[config.mk]
export PLATFORM = sky130hd
export DESIGN_NAME = alu8_flag_unit
export DESIGN_NICKNAME = d
export VERILOG_FILES = /design/src/rtl/alu8_pkg.sv /design/src/rtl/alu8_addsub.sv /design/src/rtl/alu8_logic.sv /design/src/rtl/alu8_daa.sv /design/src/rtl/alu8_flag_unit.sv
export SDC_FILE = /design/constraint.sdc
export NUM_CORES = 1
export LEC_CHECK = 0
export BUFFER_PORTS_ARGS = -buffer_cell sky130_fd_sc_hd__buf_2
export CAP_MARGIN = 10
export CORE_MARGIN = 5
export CORE_UTILIZATION = 45
export CTS_CLUSTER_DIAMETER = 50
export DETAILED_ROUTE_END_ITERATION = 8
export GPL_TIMING_DRIVEN = 0
export MAX_ROUTING_LAYER = met4
export PLACE_DENSITY = 0.7
export SLEW_MARGIN = 20
export SYNTH_ARGS = -nofsm -noshare
export SYNTH_HDL_FRONTEND = slang
export SYNTH_HIERARCHICAL = 1
export SYNTH_SLANG_ARGS = --single-unit
export TNS_END_PERCENT = 100
[constraint.sdc]
create_clock -name clk -period 5.5 [get_ports clk]
set_clock_uncertainty 0.2 [all_clocks]
set_input_delay 0.275 -clock clk [delete_from_list [all_inputs] [get_ports clk]]
set_output_delay 0.275 -clock clk [all_outputs]
set_load 0.05 [all_outputs]
[src/rtl/alu8_pkg.sv]
package alu8_pkg;

    typedef enum logic [3:0] {
        OP_ADD = 4'd0,
        OP_ADC = 4'd1,
        OP_SUB = 4'd2,
        OP_SBC = 4'd3,
        OP_CMP = 4'd4,
        OP_AND = 4'd5,
        OP_XOR = 4'd6,
        OP_OR  = 4'd7,
        OP_INC = 4'd8,
        OP_DEC = 4'd9,
        OP_CPL = 4'd10,
        OP_TST = 4'd11,
        OP_DAJ = 4'd12,
        OP_SPD = 4'd13
    } alu_op_e;

    typedef struct packed {
        logic z;
        logic n;
        logic h;
        logic c;
    } flags_t;

    localparam int FLAG_BITS = 4;
    localparam int NIB_W     = 4;

endpackage

[src/rtl/alu8_addsub.sv]
module alu8_addsub #(
    parameter int DW = 8
) (
    input  logic [DW-1:0] a,
    input  logic [DW-1:0] b,
    input  logic          cin,
    input  logic          sub,
    input  logic          unit_step,
    output logic [DW-1:0] sum,
    output logic          half_out,
    output logic          carry_out
);
    import alu8_pkg::*;

    logic [DW-1:0]  b_eff;
    logic           c_eff;
    logic [DW:0]    wide;
    logic [NIB_W:0] low;

    always_comb begin
        b_eff = unit_step ? DW'(1) : b;
        c_eff = unit_step ? 1'b0 : cin;
        if (sub) begin
            wide = {1'b0, a} - {1'b0, b_eff} - {{DW{1'b0}}, c_eff};
            low  = {1'b0, a[NIB_W-1:0]} - {1'b0, b_eff[NIB_W-1:0]}
                 - {{NIB_W{1'b0}}, c_eff};
        end else begin
            wide = {1'b0, a} + {1'b0, b_eff} + {{DW{1'b0}}, c_eff};
            low  = {1'b0, a[NIB_W-1:0]} + {1'b0, b_eff[NIB_W-1:0]}
                 + {{NIB_W{1'b0}}, c_eff};
        end
        sum       = wide[DW-1:0];
        half_out  = low[NIB_W];
        carry_out = wide[DW];
    end

endmodule

[src/rtl/alu8_logic.sv]
module alu8_logic #(
    parameter int DW = 8,
    parameter int BW = $clog2(DW)
) (
    input  logic [DW-1:0] a,
    input  logic [DW-1:0] b,
    input  logic [BW-1:0] bsel,
    output logic [DW-1:0] and_r,
    output logic [DW-1:0] xor_r,
    output logic [DW-1:0] or_r,
    output logic [DW-1:0] inv_r,
    output logic          tested_clear
);

    always_comb begin
        and_r        = a & b;
        xor_r        = a ^ b;
        or_r         = a | b;
        inv_r        = ~a;
        tested_clear = ~b[bsel];
    end

endmodule

[src/rtl/alu8_daa.sv]
module alu8_daa #(
    parameter int DW = 8
) (
    input  logic [DW-1:0] a,
    input  logic          n_in,
    input  logic          h_in,
    input  logic          c_in,
    output logic [DW-1:0] adj,
    output logic          c_out
);
    import alu8_pkg::*;

    localparam logic [DW-1:0] HI_LIMIT = DW'(8'h99);
    localparam logic [NIB_W-1:0] LO_LIMIT = NIB_W'(9);

    logic          hi_fix;
    logic          lo_fix;
    logic [DW-1:0] corr;

    always_comb begin
        hi_fix = c_in | (~n_in & (a > HI_LIMIT));
        lo_fix = h_in | (~n_in & (a[NIB_W-1:0] > LO_LIMIT));
        corr   = '0;
        corr[1] = lo_fix;
        corr[2] = lo_fix;
        corr[5] = hi_fix;
        corr[6] = hi_fix;
        adj    = n_in ? (a - corr) : (a + corr);
        c_out  = hi_fix;
    end

endmodule

[src/rtl/alu8_flag_unit.sv]
module alu8_flag_unit #(
    parameter int DW = 8,
    parameter logic [DW-1:0] RST_F = '0,
    localparam int BW = $clog2(DW)
) (
    input  logic          clk,
    input  logic          rst_n,
    input  logic [3:0]    op_sel,
    input  logic [DW-1:0] acc_in,
    input  logic [DW-1:0] opd_in,
    input  logic [BW-1:0] bit_sel,
    input  logic [DW-1:0] f_in,
    input  logic          f_ld,
    input  logic          wr_en,
    output logic [DW-1:0] res_out,
    output logic [DW-1:0] f_next,
    output logic [DW-1:0] f_q
);
    import alu8_pkg::*;

    localparam int PAD_W = DW - FLAG_BITS;
    localparam logic [DW-1:0] F_MASK = {{FLAG_BITS{1'b1}}, {PAD_W{1'b0}}};

    alu_op_e       op;
    flags_t        cur;
    flags_t        nf;
    logic [DW-1:0] f_reg;

    logic          as_sub, as_step, as_cin;
    logic [DW-1:0] as_sum;
    logic          as_h, as_c;

    logic [DW-1:0] lg_and, lg_xor, lg_or, lg_inv;
    logic          lg_tclr;

    logic [DW-1:0] dj_res;
    logic          dj_c;

    assign op  = alu_op_e'(op_sel);
    assign cur = flags_t'(f_reg[DW-1 -: FLAG_BITS]);

    always_comb begin
        as_sub  = (op == OP_SUB) || (op == OP_SBC) || (op == OP_CMP) || (op == OP_DEC);
        as_step = (op == OP_INC) || (op == OP_DEC);
        as_cin  = ((op == OP_ADC) || (op == OP_SBC)) && cur.c;
    end

    alu8_addsub #(.DW(DW)) u_addsub (
        .a         (acc_in),
        .b         (opd_in),
        .cin       (as_cin),
        .sub       (as_sub),
        .unit_step (as_step),
        .sum       (as_sum),
        .half_out  (as_h),
        .carry_out (as_c)
    );

    alu8_logic #(.DW(DW), .BW(BW)) u_logic (
        .a            (acc_in),
        .b            (opd_in),
        .bsel         (bit_sel),
        .and_r        (lg_and),
        .xor_r        (lg_xor),
        .or_r         (lg_or),
        .inv_r        (lg_inv),
        .tested_clear (lg_tclr)
    );

    alu8_daa #(.DW(DW)) u_daa (
        .a     (acc_in),
        .n_in  (cur.n),
        .h_in  (cur.h),
        .c_in  (cur.c),
        .adj   (dj_res),
        .c_out (dj_c)
    );

    always_comb begin
        res_out = acc_in;
        nf      = cur;
        unique case (op)
            OP_ADD, OP_ADC: begin
                res_out = as_sum;
                nf = '{z: (as_sum == '0), n: 1'b0, h: as_h, c: as_c};
            end
            OP_SUB, OP_SBC: begin
                res_out = as_sum;
                nf = '{z: (as_sum == '0), n: 1'b1, h: as_h, c: as_c};
            end
            OP_CMP: begin
                res_out = acc_in;
                nf = '{z: (as_sum == '0), n: 1'b1, h: as_h, c: as_c};
            end
            OP_INC: begin
                res_out = as_sum;
                nf = '{z: (as_sum == '0), n: 1'b0, h: as_h, c: cur.c};
            end
            OP_DEC: begin
                res_out = as_sum;
                nf = '{z: (as_sum == '0), n: 1'b1, h: as_h, c: cur.c};
            end
            OP_AND: begin
                res_out = lg_and;
                nf = '{z: (lg_and == '0), n: 1'b0, h: 1'b1, c: 1'b0};
            end
            OP_XOR: begin
                res_out = lg_xor;
                nf = '{z: (lg_xor == '0), n: 1'b0, h: 1'b0, c: 1'b0};
            end
            OP_OR: begin
                res_out = lg_or;
                nf = '{z: (lg_or == '0), n: 1'b0, h: 1'b0, c: 1'b0};
            end
            OP_CPL: begin
                res_out = lg_inv;
                nf = '{z: cur.z, n: 1'b1, h: 1'b1, c: cur.c};
            end
            OP_TST: begin
                res_out = acc_in;
                nf = '{z: lg_tclr, n: 1'b0, h: 1'b1, c: cur.c};
            end
            OP_DAJ: begin
                res_out = dj_res;
                nf = '{z: (dj_res == '0), n: cur.n, h: 1'b0, c: dj_c};
            end
            OP_SPD: begin
                res_out = as_sum;
                nf = '{z: 1'b0, n: 1'b0, h: as_h, c: as_c};
            end
            default: begin
                res_out = acc_in;
                nf      = cur;
            end
        endcase
        f_next = {nf, {PAD_W{1'b0}}};
    end

    always_ff @(posedge clk or negedge rst_n) begin
        if (!rst_n) begin
            f_reg <= RST_F & F_MASK;
        end else if (f_ld) begin
            f_reg <= f_in & F_MASK;
        end else if (wr_en) begin
            f_reg <= f_next;
        end
    end

    assign f_q = f_reg;

endmodule

==> run summary, run 1 <==
CTS-repair resized insts -> 0
Final hold vios -> 0
Clock Tree Buf Depth -> 2
RSZ-0062 raised after global routing -> false
PD cells -> 178 nW/um^2
Port bufs -> 43
# rows -> 28
Ys async rst share -> 100%
Data required time of the worst path -> 5030 ps
CTS H-tree lvls -> 1
Setup slack after layout -> 527 ps
Net Sw Frac -> 56.3%
Clock-pin transition on the worst setup and hold timing paths -> 30 ps
Relative slew slack -> 43.5%
Hold crit path type -> in2reg
Path type of the worst setup path -> in2out
Pre-antenna DRT Iters -> 4
Die area -> 7820 um^2
Leakage -> 1.56 nW
F_max -> 201 MHz
Critical Path End -> f_next[7]
Final ANT Viol Nets -> 0
R2r endpoint -> f_q[7]$_DFFE_PN0P_
I/O pins -> 59
Arr. time, crit path -> 4500 ps
Clock root buffer -> clkbuf_8
Final period util -> 90.4%
Post-synth cell types -> 64
Post-synth EDFFs -> 0
Initial core utilization -> 46.4%
DRC Markers -> 0
Routed wire length -> 7860 um
Status -> finished clean
CTS Sinks -> 4
Flop and latch count out of synthesis -> 4
Worst slew pin tran -> 841 ps
Ranking of synthesized cells by area -> ha_1 (20%), inv_1 (8.0%), nand2_1 (5.2%), a22oi_1 (4.6%), a21oi_1 (4.3%)
Most frequent cells after synthesis -> inv_1 (59), ha_1 (45), nand2_1 (38)
Initial DRC Count -> 145
Placement Setup Slack -> 529 ps
GRT overflow -> 0
Crit path capture type -> primary output
Die Y-Extent -> 88.4 um
Worst R2R Path Depth -> 16
Worst VDD drop -> 0.199 mV
Ys flop type -> dfrtp_1
Total number of vias -> 2931
Core Region -> 5960 um^2
Clk_lat worst skew -> 220 ps
First-pass GRT wire length -> 13000 um
Gpl congestion -> 0.897
Reg-to-Reg Start -> f_q[4]$_DFFE_PN0P_
Inserted Clock Buffers -> 3
Post-synth top area share -> 20.4%
Mapped cell area -> 2770 um^2
Largest net degree at the start of global routing -> 13
Avg WL per Cell -> 15.4 um
Final Critical Period -> 4970 ps
CTS tree -> done
Largest area contributor in the netlist -> ha_1
Seq/Total Area, Yosys -> 3.62%
Cell Int Power -> 245 uW
Final #Nets -> 523
Syn Area/Cell -> 7.24 um^2
Initial antenna violation count -> 0
Flop-to-flop setup slack -> 1640 ps
Count leader, synth -> inv_1
Maximum fanout along the worst path -> 10
Power share of the clock group -> 11.0%
Max-cap violation count -> 0
Yosys Warn Count -> 6
Setup violations, final -> 0
DR vias/cell -> 5.74
Critical Path Start -> op_sel[1]
Largest register FFs -> 4
Sequential share of power -> 6.9%
Sw power -> 315 uW
Layout cells sized above 1 -> 17.9%
Number of diodes -> 0
Post-DP HPWL -> 6600 um
Setup_tns -> 0 ps
Comb pwr share -> 82.1%
Syn-to-layout area delta -> 14.0%
GRT Util Overall -> 21.1%
Cells after Synth -> 382
Die width -> 88.4 um
Slew Limit Fails -> 0
Startpoint types -> input port
Vias in the first global route -> 2762
-- cells in the final DEF, fill, tap and decap left out, types with 3 or more instances in the layout --
cell	instances
mux2i_1	10
ha_1	45
nor3_1	8
a221oi_2	3
a211oi_1	3
xnor2_1	11
o21ai_0	16
dfrtp_1	4
conb_1	8
nand2b_1	4
buf_4	10
clkbuf_1	4
nor3b_1	3
clkbuf_8	3
nand2_1	38
buf_2	47
nor2_1	20
a21oi_1	24
inv_1	59
nor2b_1	13
nand4_1	8
a22oi_1	17
fa_1	5
nor4_1	10
-- through the flow --
| step | total power, mW | utilization, % | instance area [um^2] | cells | hold WS [ps] |
|---|---|---|---|---|---|
| after global placement | 0.488 | 52.1 | 3100 | 507 | -120 |
| after global routing | 0.610 | 52.9 | 3150 | 511 | 78.2 |
| after floorplan | 0.388 | - | 2790 | 389 | -221 |
| final | 0.560 | 52.9 | 3150 | 511 | 67.1 |
| after CTS | 0.560 | 52.9 | 3150 | 511 | 64.5 |
| after detailed placement | 0.494 | 52.1 | 3100 | 507 | -115 |
-- worst max-delay path, cell delays in order --
cell      delay (ps)
buf_2            140
clkbuf_1         230
nor3_1           740
nand2b_1         280
inv_1             70
fa_1             410
inv_1             70
ha_1             230
nand2_1          110
a21oi_2           80
o41ai_4          300
xnor2_1          120
a2111o_1         440
nor4_1           230
o211a_1          200
a31oi_1           50
a31oi_2          210
buf_2            300
-- cell type report --
cell class	count	area, um^2
plain buffers	21	136
clock buffers	3	41.3
fillers	610	2800
inverters	59	221
multi-input cells	305	2330
flip-flops and latches	4	100
well taps	75	93.8
repair buffers	44	225
-- what timing repair did --
| item | in CTS | in global routing |
|---|---|---|
| buffers inserted | 0 | 0 |
| endpoints found under the hold margin | 4 | 0 |
| hold buffers | 1 | 0 |
-- power by group through the flow --
stage	combinational (mW)	clock, mW	sequential, mW
3_5_place_dp	0.455	0	0.0389
6_report	0.460	0.0614	0.0388
2_1_floorplan	0.339	0	0.0486
4_1_cts	0.458	0.0630	0.0386
5_1_grt	0.505	0.0654	0.0397
3_3_place_gp	0.449	0	0.0389
-- logic make-up (layout without fill, tap and decap cells) --
logic type               Yosys count  count (layout)  synth area share [%]
AND/OR/NAND/NOR                  123             123                  23.6
flip-flops                         4               4                  3.62
adder cells (fa/ha/maj)           50              50                  24.0
XOR/XNOR                          13              13                  4.12
other                              1               8                 0.136
multiplexers                      12              12                  5.52
buffers and inverters             80             127                  12.9
AO/OA/AOI/OAI                     99              99                  26.1
-- worst min-delay path by stage --
| stage | start | end | slack (ps) | cells after the start |
|---|---|---|---|---|
| 6_report | f_in[6] | f_q[6]$_DFFE_PN0P_ | 70 | 3 |
| 3_3_place_gp | rst_n | f_q[6]$_DFFE_PN0P_ | -120 | 1 |
| 2_1_floorplan | rst_n | f_q[4]$_DFFE_PN0P_ | -220 | 0 |
| 5_1_grt | f_in[5] | f_q[5]$_DFFE_PN0P_ | 80 | 3 |
| 3_5_place_dp | rst_n | f_q[6]$_DFFE_PN0P_ | -110 | 1 |
| 4_1_cts | f_in[6] | f_q[6]$_DFFE_PN0P_ | 60 | 3 |
-- per-layer routing --
layer,track usage (%),up-vias,part of all wire (%)
met1,27.2,1378,45
met5,-,-,0
met2,35.8,81,49
met3,2.23,8,4.9
met4,4.40,0,1.1
li1,-,1464,-
Note: power is estimated with default switching activity, not from simulation.
==> run 2, diff against run 1 <==
Settings changed: PLACE_DENSITY 0.7 to default, PLACE_DENSITY_LB_ADDON from default to 0.15.
==> run summary, run 2 (synthesis results as in run 1) <==
Status -> finished clean
Clk_lat worst skew -> 220 ps
Largest net degree at the start of global routing -> 13
Worst slew pin tran -> 916 ps
Number of diodes -> 0
Fill count -> 610
Clock Tree Buf Depth -> 2
Placed insts -> 507
Leakage -> 1.56 nW
Vias in the first global route -> 2724
Min-Delay Endpoint -> f_q[5]$_DFFE_PN0P_
Final period util -> 92.3%
F_max -> 197 MHz
Crit path capture type -> primary output
Area used by multi-input combinational logic -> 2330 um^2
RSZ-0062 raised after global routing -> false
R2r endpoint -> f_q[7]$_DFFE_PN0P_
Slew Limit Fails -> 0
CTS Sinks -> 4
# rows -> 28
DRC Markers -> 0
Avg WL per Cell -> 16.0 um
Commonest non-fill, non-tap cell in the layout -> inv_1
GRT overflow -> 0
Inserted Clock Buffers -> 3
Port bufs -> 43
Final hold vios -> 0
Most frequent cells in the layout -> inv_1 (59), buf_2 (47), ha_1 (45), nand2_1 (38), a21oi_1 (24)
Worst VDD drop -> 0.112 mV
Die Y-Extent -> 88.4 um
Relative slew slack -> 38.5%
Setup_tns -> 0 ps
Die area -> 7820 um^2
Flop-to-flop setup slack -> 1550 ps
Final Critical Period -> 5070 ps
Clock-pin transition on the worst setup and hold timing paths -> 30 ps
Final #Nets -> 523
Gpl congestion -> 0.958
Hold Path Stages -> 3
Final ANT Viol Nets -> 0
Core Region -> 5960 um^2
Pre-antenna DRT Iters -> 5
Worst Min Path Start -> f_in[5]
CTS tree -> done
Data required time of the worst path -> 5030 ps
First-pass GRT wire length -> 13100 um
Startpoint types -> input port
Initial DRC Count -> 235
Worst R2R Path Depth -> 16
Largest register FFs -> 4
Clock root buffer -> clkbuf_8
Total number of vias -> 2897
Initial core utilization -> 46.4%
Max-cap violation count -> 0
PD cells -> 179 nW/um^2
Post-DP HPWL -> 6750 um
Setup violations, final -> 0
Hold crit path type -> in2reg
Path type of the worst setup path -> in2out
GRT Util Overall -> 21.7%
Initial antenna violation count -> 0
Routed wire length -> 8180 um
Die width -> 88.4 um
DR vias/cell -> 5.67
Layout cells sized above 1 -> 17.9%
CTS H-tree lvls -> 1
Non-Filler Instances -> 511
Register area -> 100 um^2
Postcts setup bufs -> 0
Syn-to-layout area delta -> 14.0%
Reg-to-Reg Start -> f_q[4]$_DFFE_PN0P_
I/O pins -> 59
Maximum fanout along the worst path -> 10
Arr. time, crit path -> 4600 ps
-- run 2: worst max path at each step --
stage / start / end / slack, ps / cells after the start
CTS: op_sel[1] / f_next[7] / 430 / 18
floorplan: op_sel[2] / f_q[7]$_DFFE_PN0P_ / 1070 / 18
global placement: op_sel[1] / f_next[7] / 500 / 18
global route: op_sel[1] / f_next[7] / 100 / 17
detailed placement: op_sel[1] / f_next[7] / 440 / 18
finish: op_sel[1] / f_next[7] / 430 / 18
-- run 2: area by class of cell --
| class | count | share of cell area [%] |
|---|---|---|
| Timing Repair Buffer | 44 | 7.14 |
| Tap cell | 75 | 2.98 |
| Multi-Input combinational cell | 305 | 74.0 |
| Buffer | 21 | 4.33 |
| Sequential cell | 4 | 3.17 |
| Inverter | 59 | 7.02 |
| Clock buffer | 3 | 1.31 |
-- run 2: worst max-delay path: stages --
cell,delay [ps]
buf_2,140
clkbuf_1,240
nor3_1,800
nand2b_1,260
inv_1,70
fa_1,430
inv_1,90
ha_1,230
nand2_1,100
a21oi_2,70
o41ai_4,320
xnor2_1,110
a2111o_1,460
nor4_1,230
o211a_1,190
a31oi_1,50
a31oi_2,220
buf_2,300
-- run 2: where the power goes --
part | internal, mW | switching (mW)
registers | 0.0328 | 0.00620
logic | 0.166 | 0.299
clock network | 0.0466 | 0.0149
total | 0.245 | 0.320
-- run 2: what timing repair did --
action	CTS	global route
endpoints found under the hold margin	4	0
endpoints found under the setup margin	0	0
hold buffers	1	0
gates resized for setup	0	0
-- run 2: per-layer routing --
metal / global-route usage, % / routed length [um] / vias up
met3: 1.68 / 426 / 11
met4: 3.30 / 116 / 0
met5: - / 0 / -
met2: 36.6 / 3890 / 88
li1: - / - / 1453
met1: 29.0 / 3740 / 1345
-- run 2: per-stage QoR --
step                      hold slack [ps]  total power, mW  utilization (%)  instance area, um^2  setup slack (ps)
after floorplan                      -221            0.388                -                 2790              1070
after global placement               -117            0.493             52.1                 3100               500
after detailed placement             -118            0.498             52.1                 3100               441
after CTS                            60.6            0.564             52.9                 3150               427
after global routing                 90.9            0.612             52.9                 3150               105
final                                64.9            0.565             52.9                 3150               426
==> run 3, diff against run 2 <==
==> constraint.sdc (replaced) <==
create_clock -name clk -period 5.5 [get_ports clk]
set_clock_uncertainty 0.2 [all_clocks]
set_input_delay 0.825 -clock clk [delete_from_list [all_inputs] [get_ports clk]]
set_output_delay 0.825 -clock clk [all_outputs]
set_load 0.05 [all_outputs]
==> run summary, run 3 (synthesis results as in run 1) <==
Status -> finished clean
Arr. time, crit path -> 4320 ps
Comb pwr share -> 82.6%
GRT Util Overall -> 21.9%
Setup violations, final -> 0
Relative slew slack -> 47.5%
Syn-to-layout area delta -> 17.5%
CTS Hold Buffers Added -> 0
Routed wire length -> 8230 um
CP max-delay cell -> a2111o_1
Total number of vias -> 2910
Final #Nets -> 526
Vias in the first global route -> 2733
Worst slew pin tran -> 787 ps
Initial antenna violation count -> 0
I/O pins -> 59
WP buf/inv -> 5
Max-cap violation count -> 0
Largest net degree at the start of global routing -> 17
Initial core utilization -> 46.4%
F_max -> 187 MHz
Critical path's top delay family -> compound AO/OA/AOI/OAI gates
CTS H-tree lvls -> 1
Sequential share of power -> 6.8%
Inserted Clock Buffers -> 3
Startpoint types -> input port
First-pass GRT wire length -> 13200 um
PD cells -> 177 nW/um^2
Clock root buffer -> clkbuf_8
Cell Int Power -> 253 uW
Flop-to-flop setup slack -> 1590 ps
Net Sw Frac -> 56.2%
# rows -> 28
Largest register FFs -> 4
GRT overflow -> 0
Die Y-Extent -> 88.4 um
Clk_lat worst skew -> 220 ps
Clock-pin transition on the worst setup and hold timing paths -> 30 ps
Worst R2R Path Depth -> 17
Maximum fanout along the worst path -> 9
Non-Filler Instances -> 514
Die area -> 7820 um^2
R2r endpoint -> f_q[7]$_DFFE_PN0P_
Final period util -> 97.2%
Hold crit path type -> in2async
DRC Markers -> 0
Initial DRC Count -> 250
Final ANT Viol Nets -> 0
Path type of the worst setup path -> in2out
CP peak stage delay -> 470 ps
Sw power -> 324 uW
Setup slack after layout -> 151 ps
DR vias/cell -> 5.66
Pre-antenna DRT Iters -> 5
Slew Limit Fails -> 0
Power share of the clock group -> 10.6%
Post-DP HPWL -> 6750 um
Clock Tree Buf Depth -> 2
CTS Sinks -> 4
Final hold vios -> 0
Avg WL per Cell -> 16.0 um
Die width -> 88.4 um
CTS tree -> done
Reg-to-Reg Start -> f_q[4]$_DFFE_PN0P_
Commonest non-fill, non-tap cell in the layout -> inv_1
Number of diodes -> 0
Data required time of the worst path -> 4470 ps
Worst VDD drop -> 0.111 mV
Crit path cell chain -> buf_4, clkinvlp_4, nor3_4, buf_4, or2_2, fa_2, inv_1, ha_1, nand2_1, a21oi_2, o41ai_4, xnor2_1, a2111o_1, nor4_2, o211a_1, a31oi_1, a31oi_2, buf_6
Crit-path most repeated cell -> buf_4
Setup_tns -> 0 ps
Crit path capture type -> primary output
Placement Setup Slack -> -659 ps
Leakage -> 1.59 nW
Final Critical Period -> 5350 ps
Gpl congestion -> 0.958
Layout cells sized above 1 -> 21.0%
Core Util, Final -> 54.6%
Port bufs -> 43
Placed insts -> 507
Most frequent cells in the layout -> inv_1 (58), buf_2 (44), ha_1 (43), nand2_1 (38), a21oi_1 (24)
Core Region -> 5960 um^2
run 3: timing repair:
item                                    CTS  global route
pin swaps                                 2             5
gates resized for setup                   8             7
endpoints found under the setup margin    5             1
cloned                                    0             0
setup buffers                             4             2
run 3: worst register-to-register path, stage by stage, from the launching register on:
cell	delay, ps
dfrtp_1	470
nor4b_4	340
nand2b_4	90
inv_1	70
fa_2	230
inv_1	60
ha_1	160
and2b_4	250
a21oi_2	60
o41ai_4	320
xnor2_1	110
a2111o_1	470
nor4_2	260
o211a_1	190
a31oi_1	50
a31oi_2	240
buf_4	150
a221o_1	120
run 3: metrics by stage:
stage | total power [mW] | hold slack, ps | area [um^2]
4_1_cts | 0.569 | 200 | 3210
3_5_place_dp | 0.498 | 432 | 3100
6_report | 0.577 | 203 | 3250
2_1_floorplan | 0.388 | 329 | 2790
5_1_grt | 0.625 | 203 | 3250
3_3_place_gp | 0.493 | 433 | 3100
run 3: how the worst max path moves through the flow:
| stage | start | end | slack, ps | cells past startpoint |
|---|---|---|---|---|
| 2_1_floorplan | op_sel[2] | f_next[7] | 9 | 17 |
| 3_3_place_gp | op_sel[1] | f_next[7] | -600 | 18 |
| 3_5_place_dp | op_sel[1] | f_next[7] | -660 | 18 |
| 4_1_cts | op_sel[3] | f_next[7] | 30 | 18 |
| 5_1_grt | op_sel[3] | f_next[7] | -10 | 18 |
| 6_report | op_sel[3] | f_next[7] | 150 | 18 |
run 3: per-layer routing:
metal  vias up  global-route usage, %  routed length, um
li1       1457                      -                  -
met1      1349                   28.7               3640
met2       100                   37.5               4040
met3         4                   1.96                492
met4         0                   3.02                 53
met5         -                      -                  0
run 3: power groups by stage:
| stage | Combinational, mW | Clock [mW] | Sequential (mW) |
|---|---|---|---|
| after floorplan | 0.339 | 0 | 0.0486 |
| final | 0.476 | 0.0614 | 0.0392 |
| after global placement | 0.454 | 0 | 0.0393 |
| after global routing | 0.518 | 0.0662 | 0.0402 |
| after detailed placement | 0.458 | 0 | 0.0395 |
| after CTS | 0.466 | 0.0639 | 0.0390 |
run 3: final cells by class:
cell class,instances,area (um^2)
multi-input combinational,305,2390
tap,75,93.8
sequential,4,100
timing repair buffer,49,269
buffer,19,128
clock buffer,3,41.3
inverter,59,225
fill,598,2700
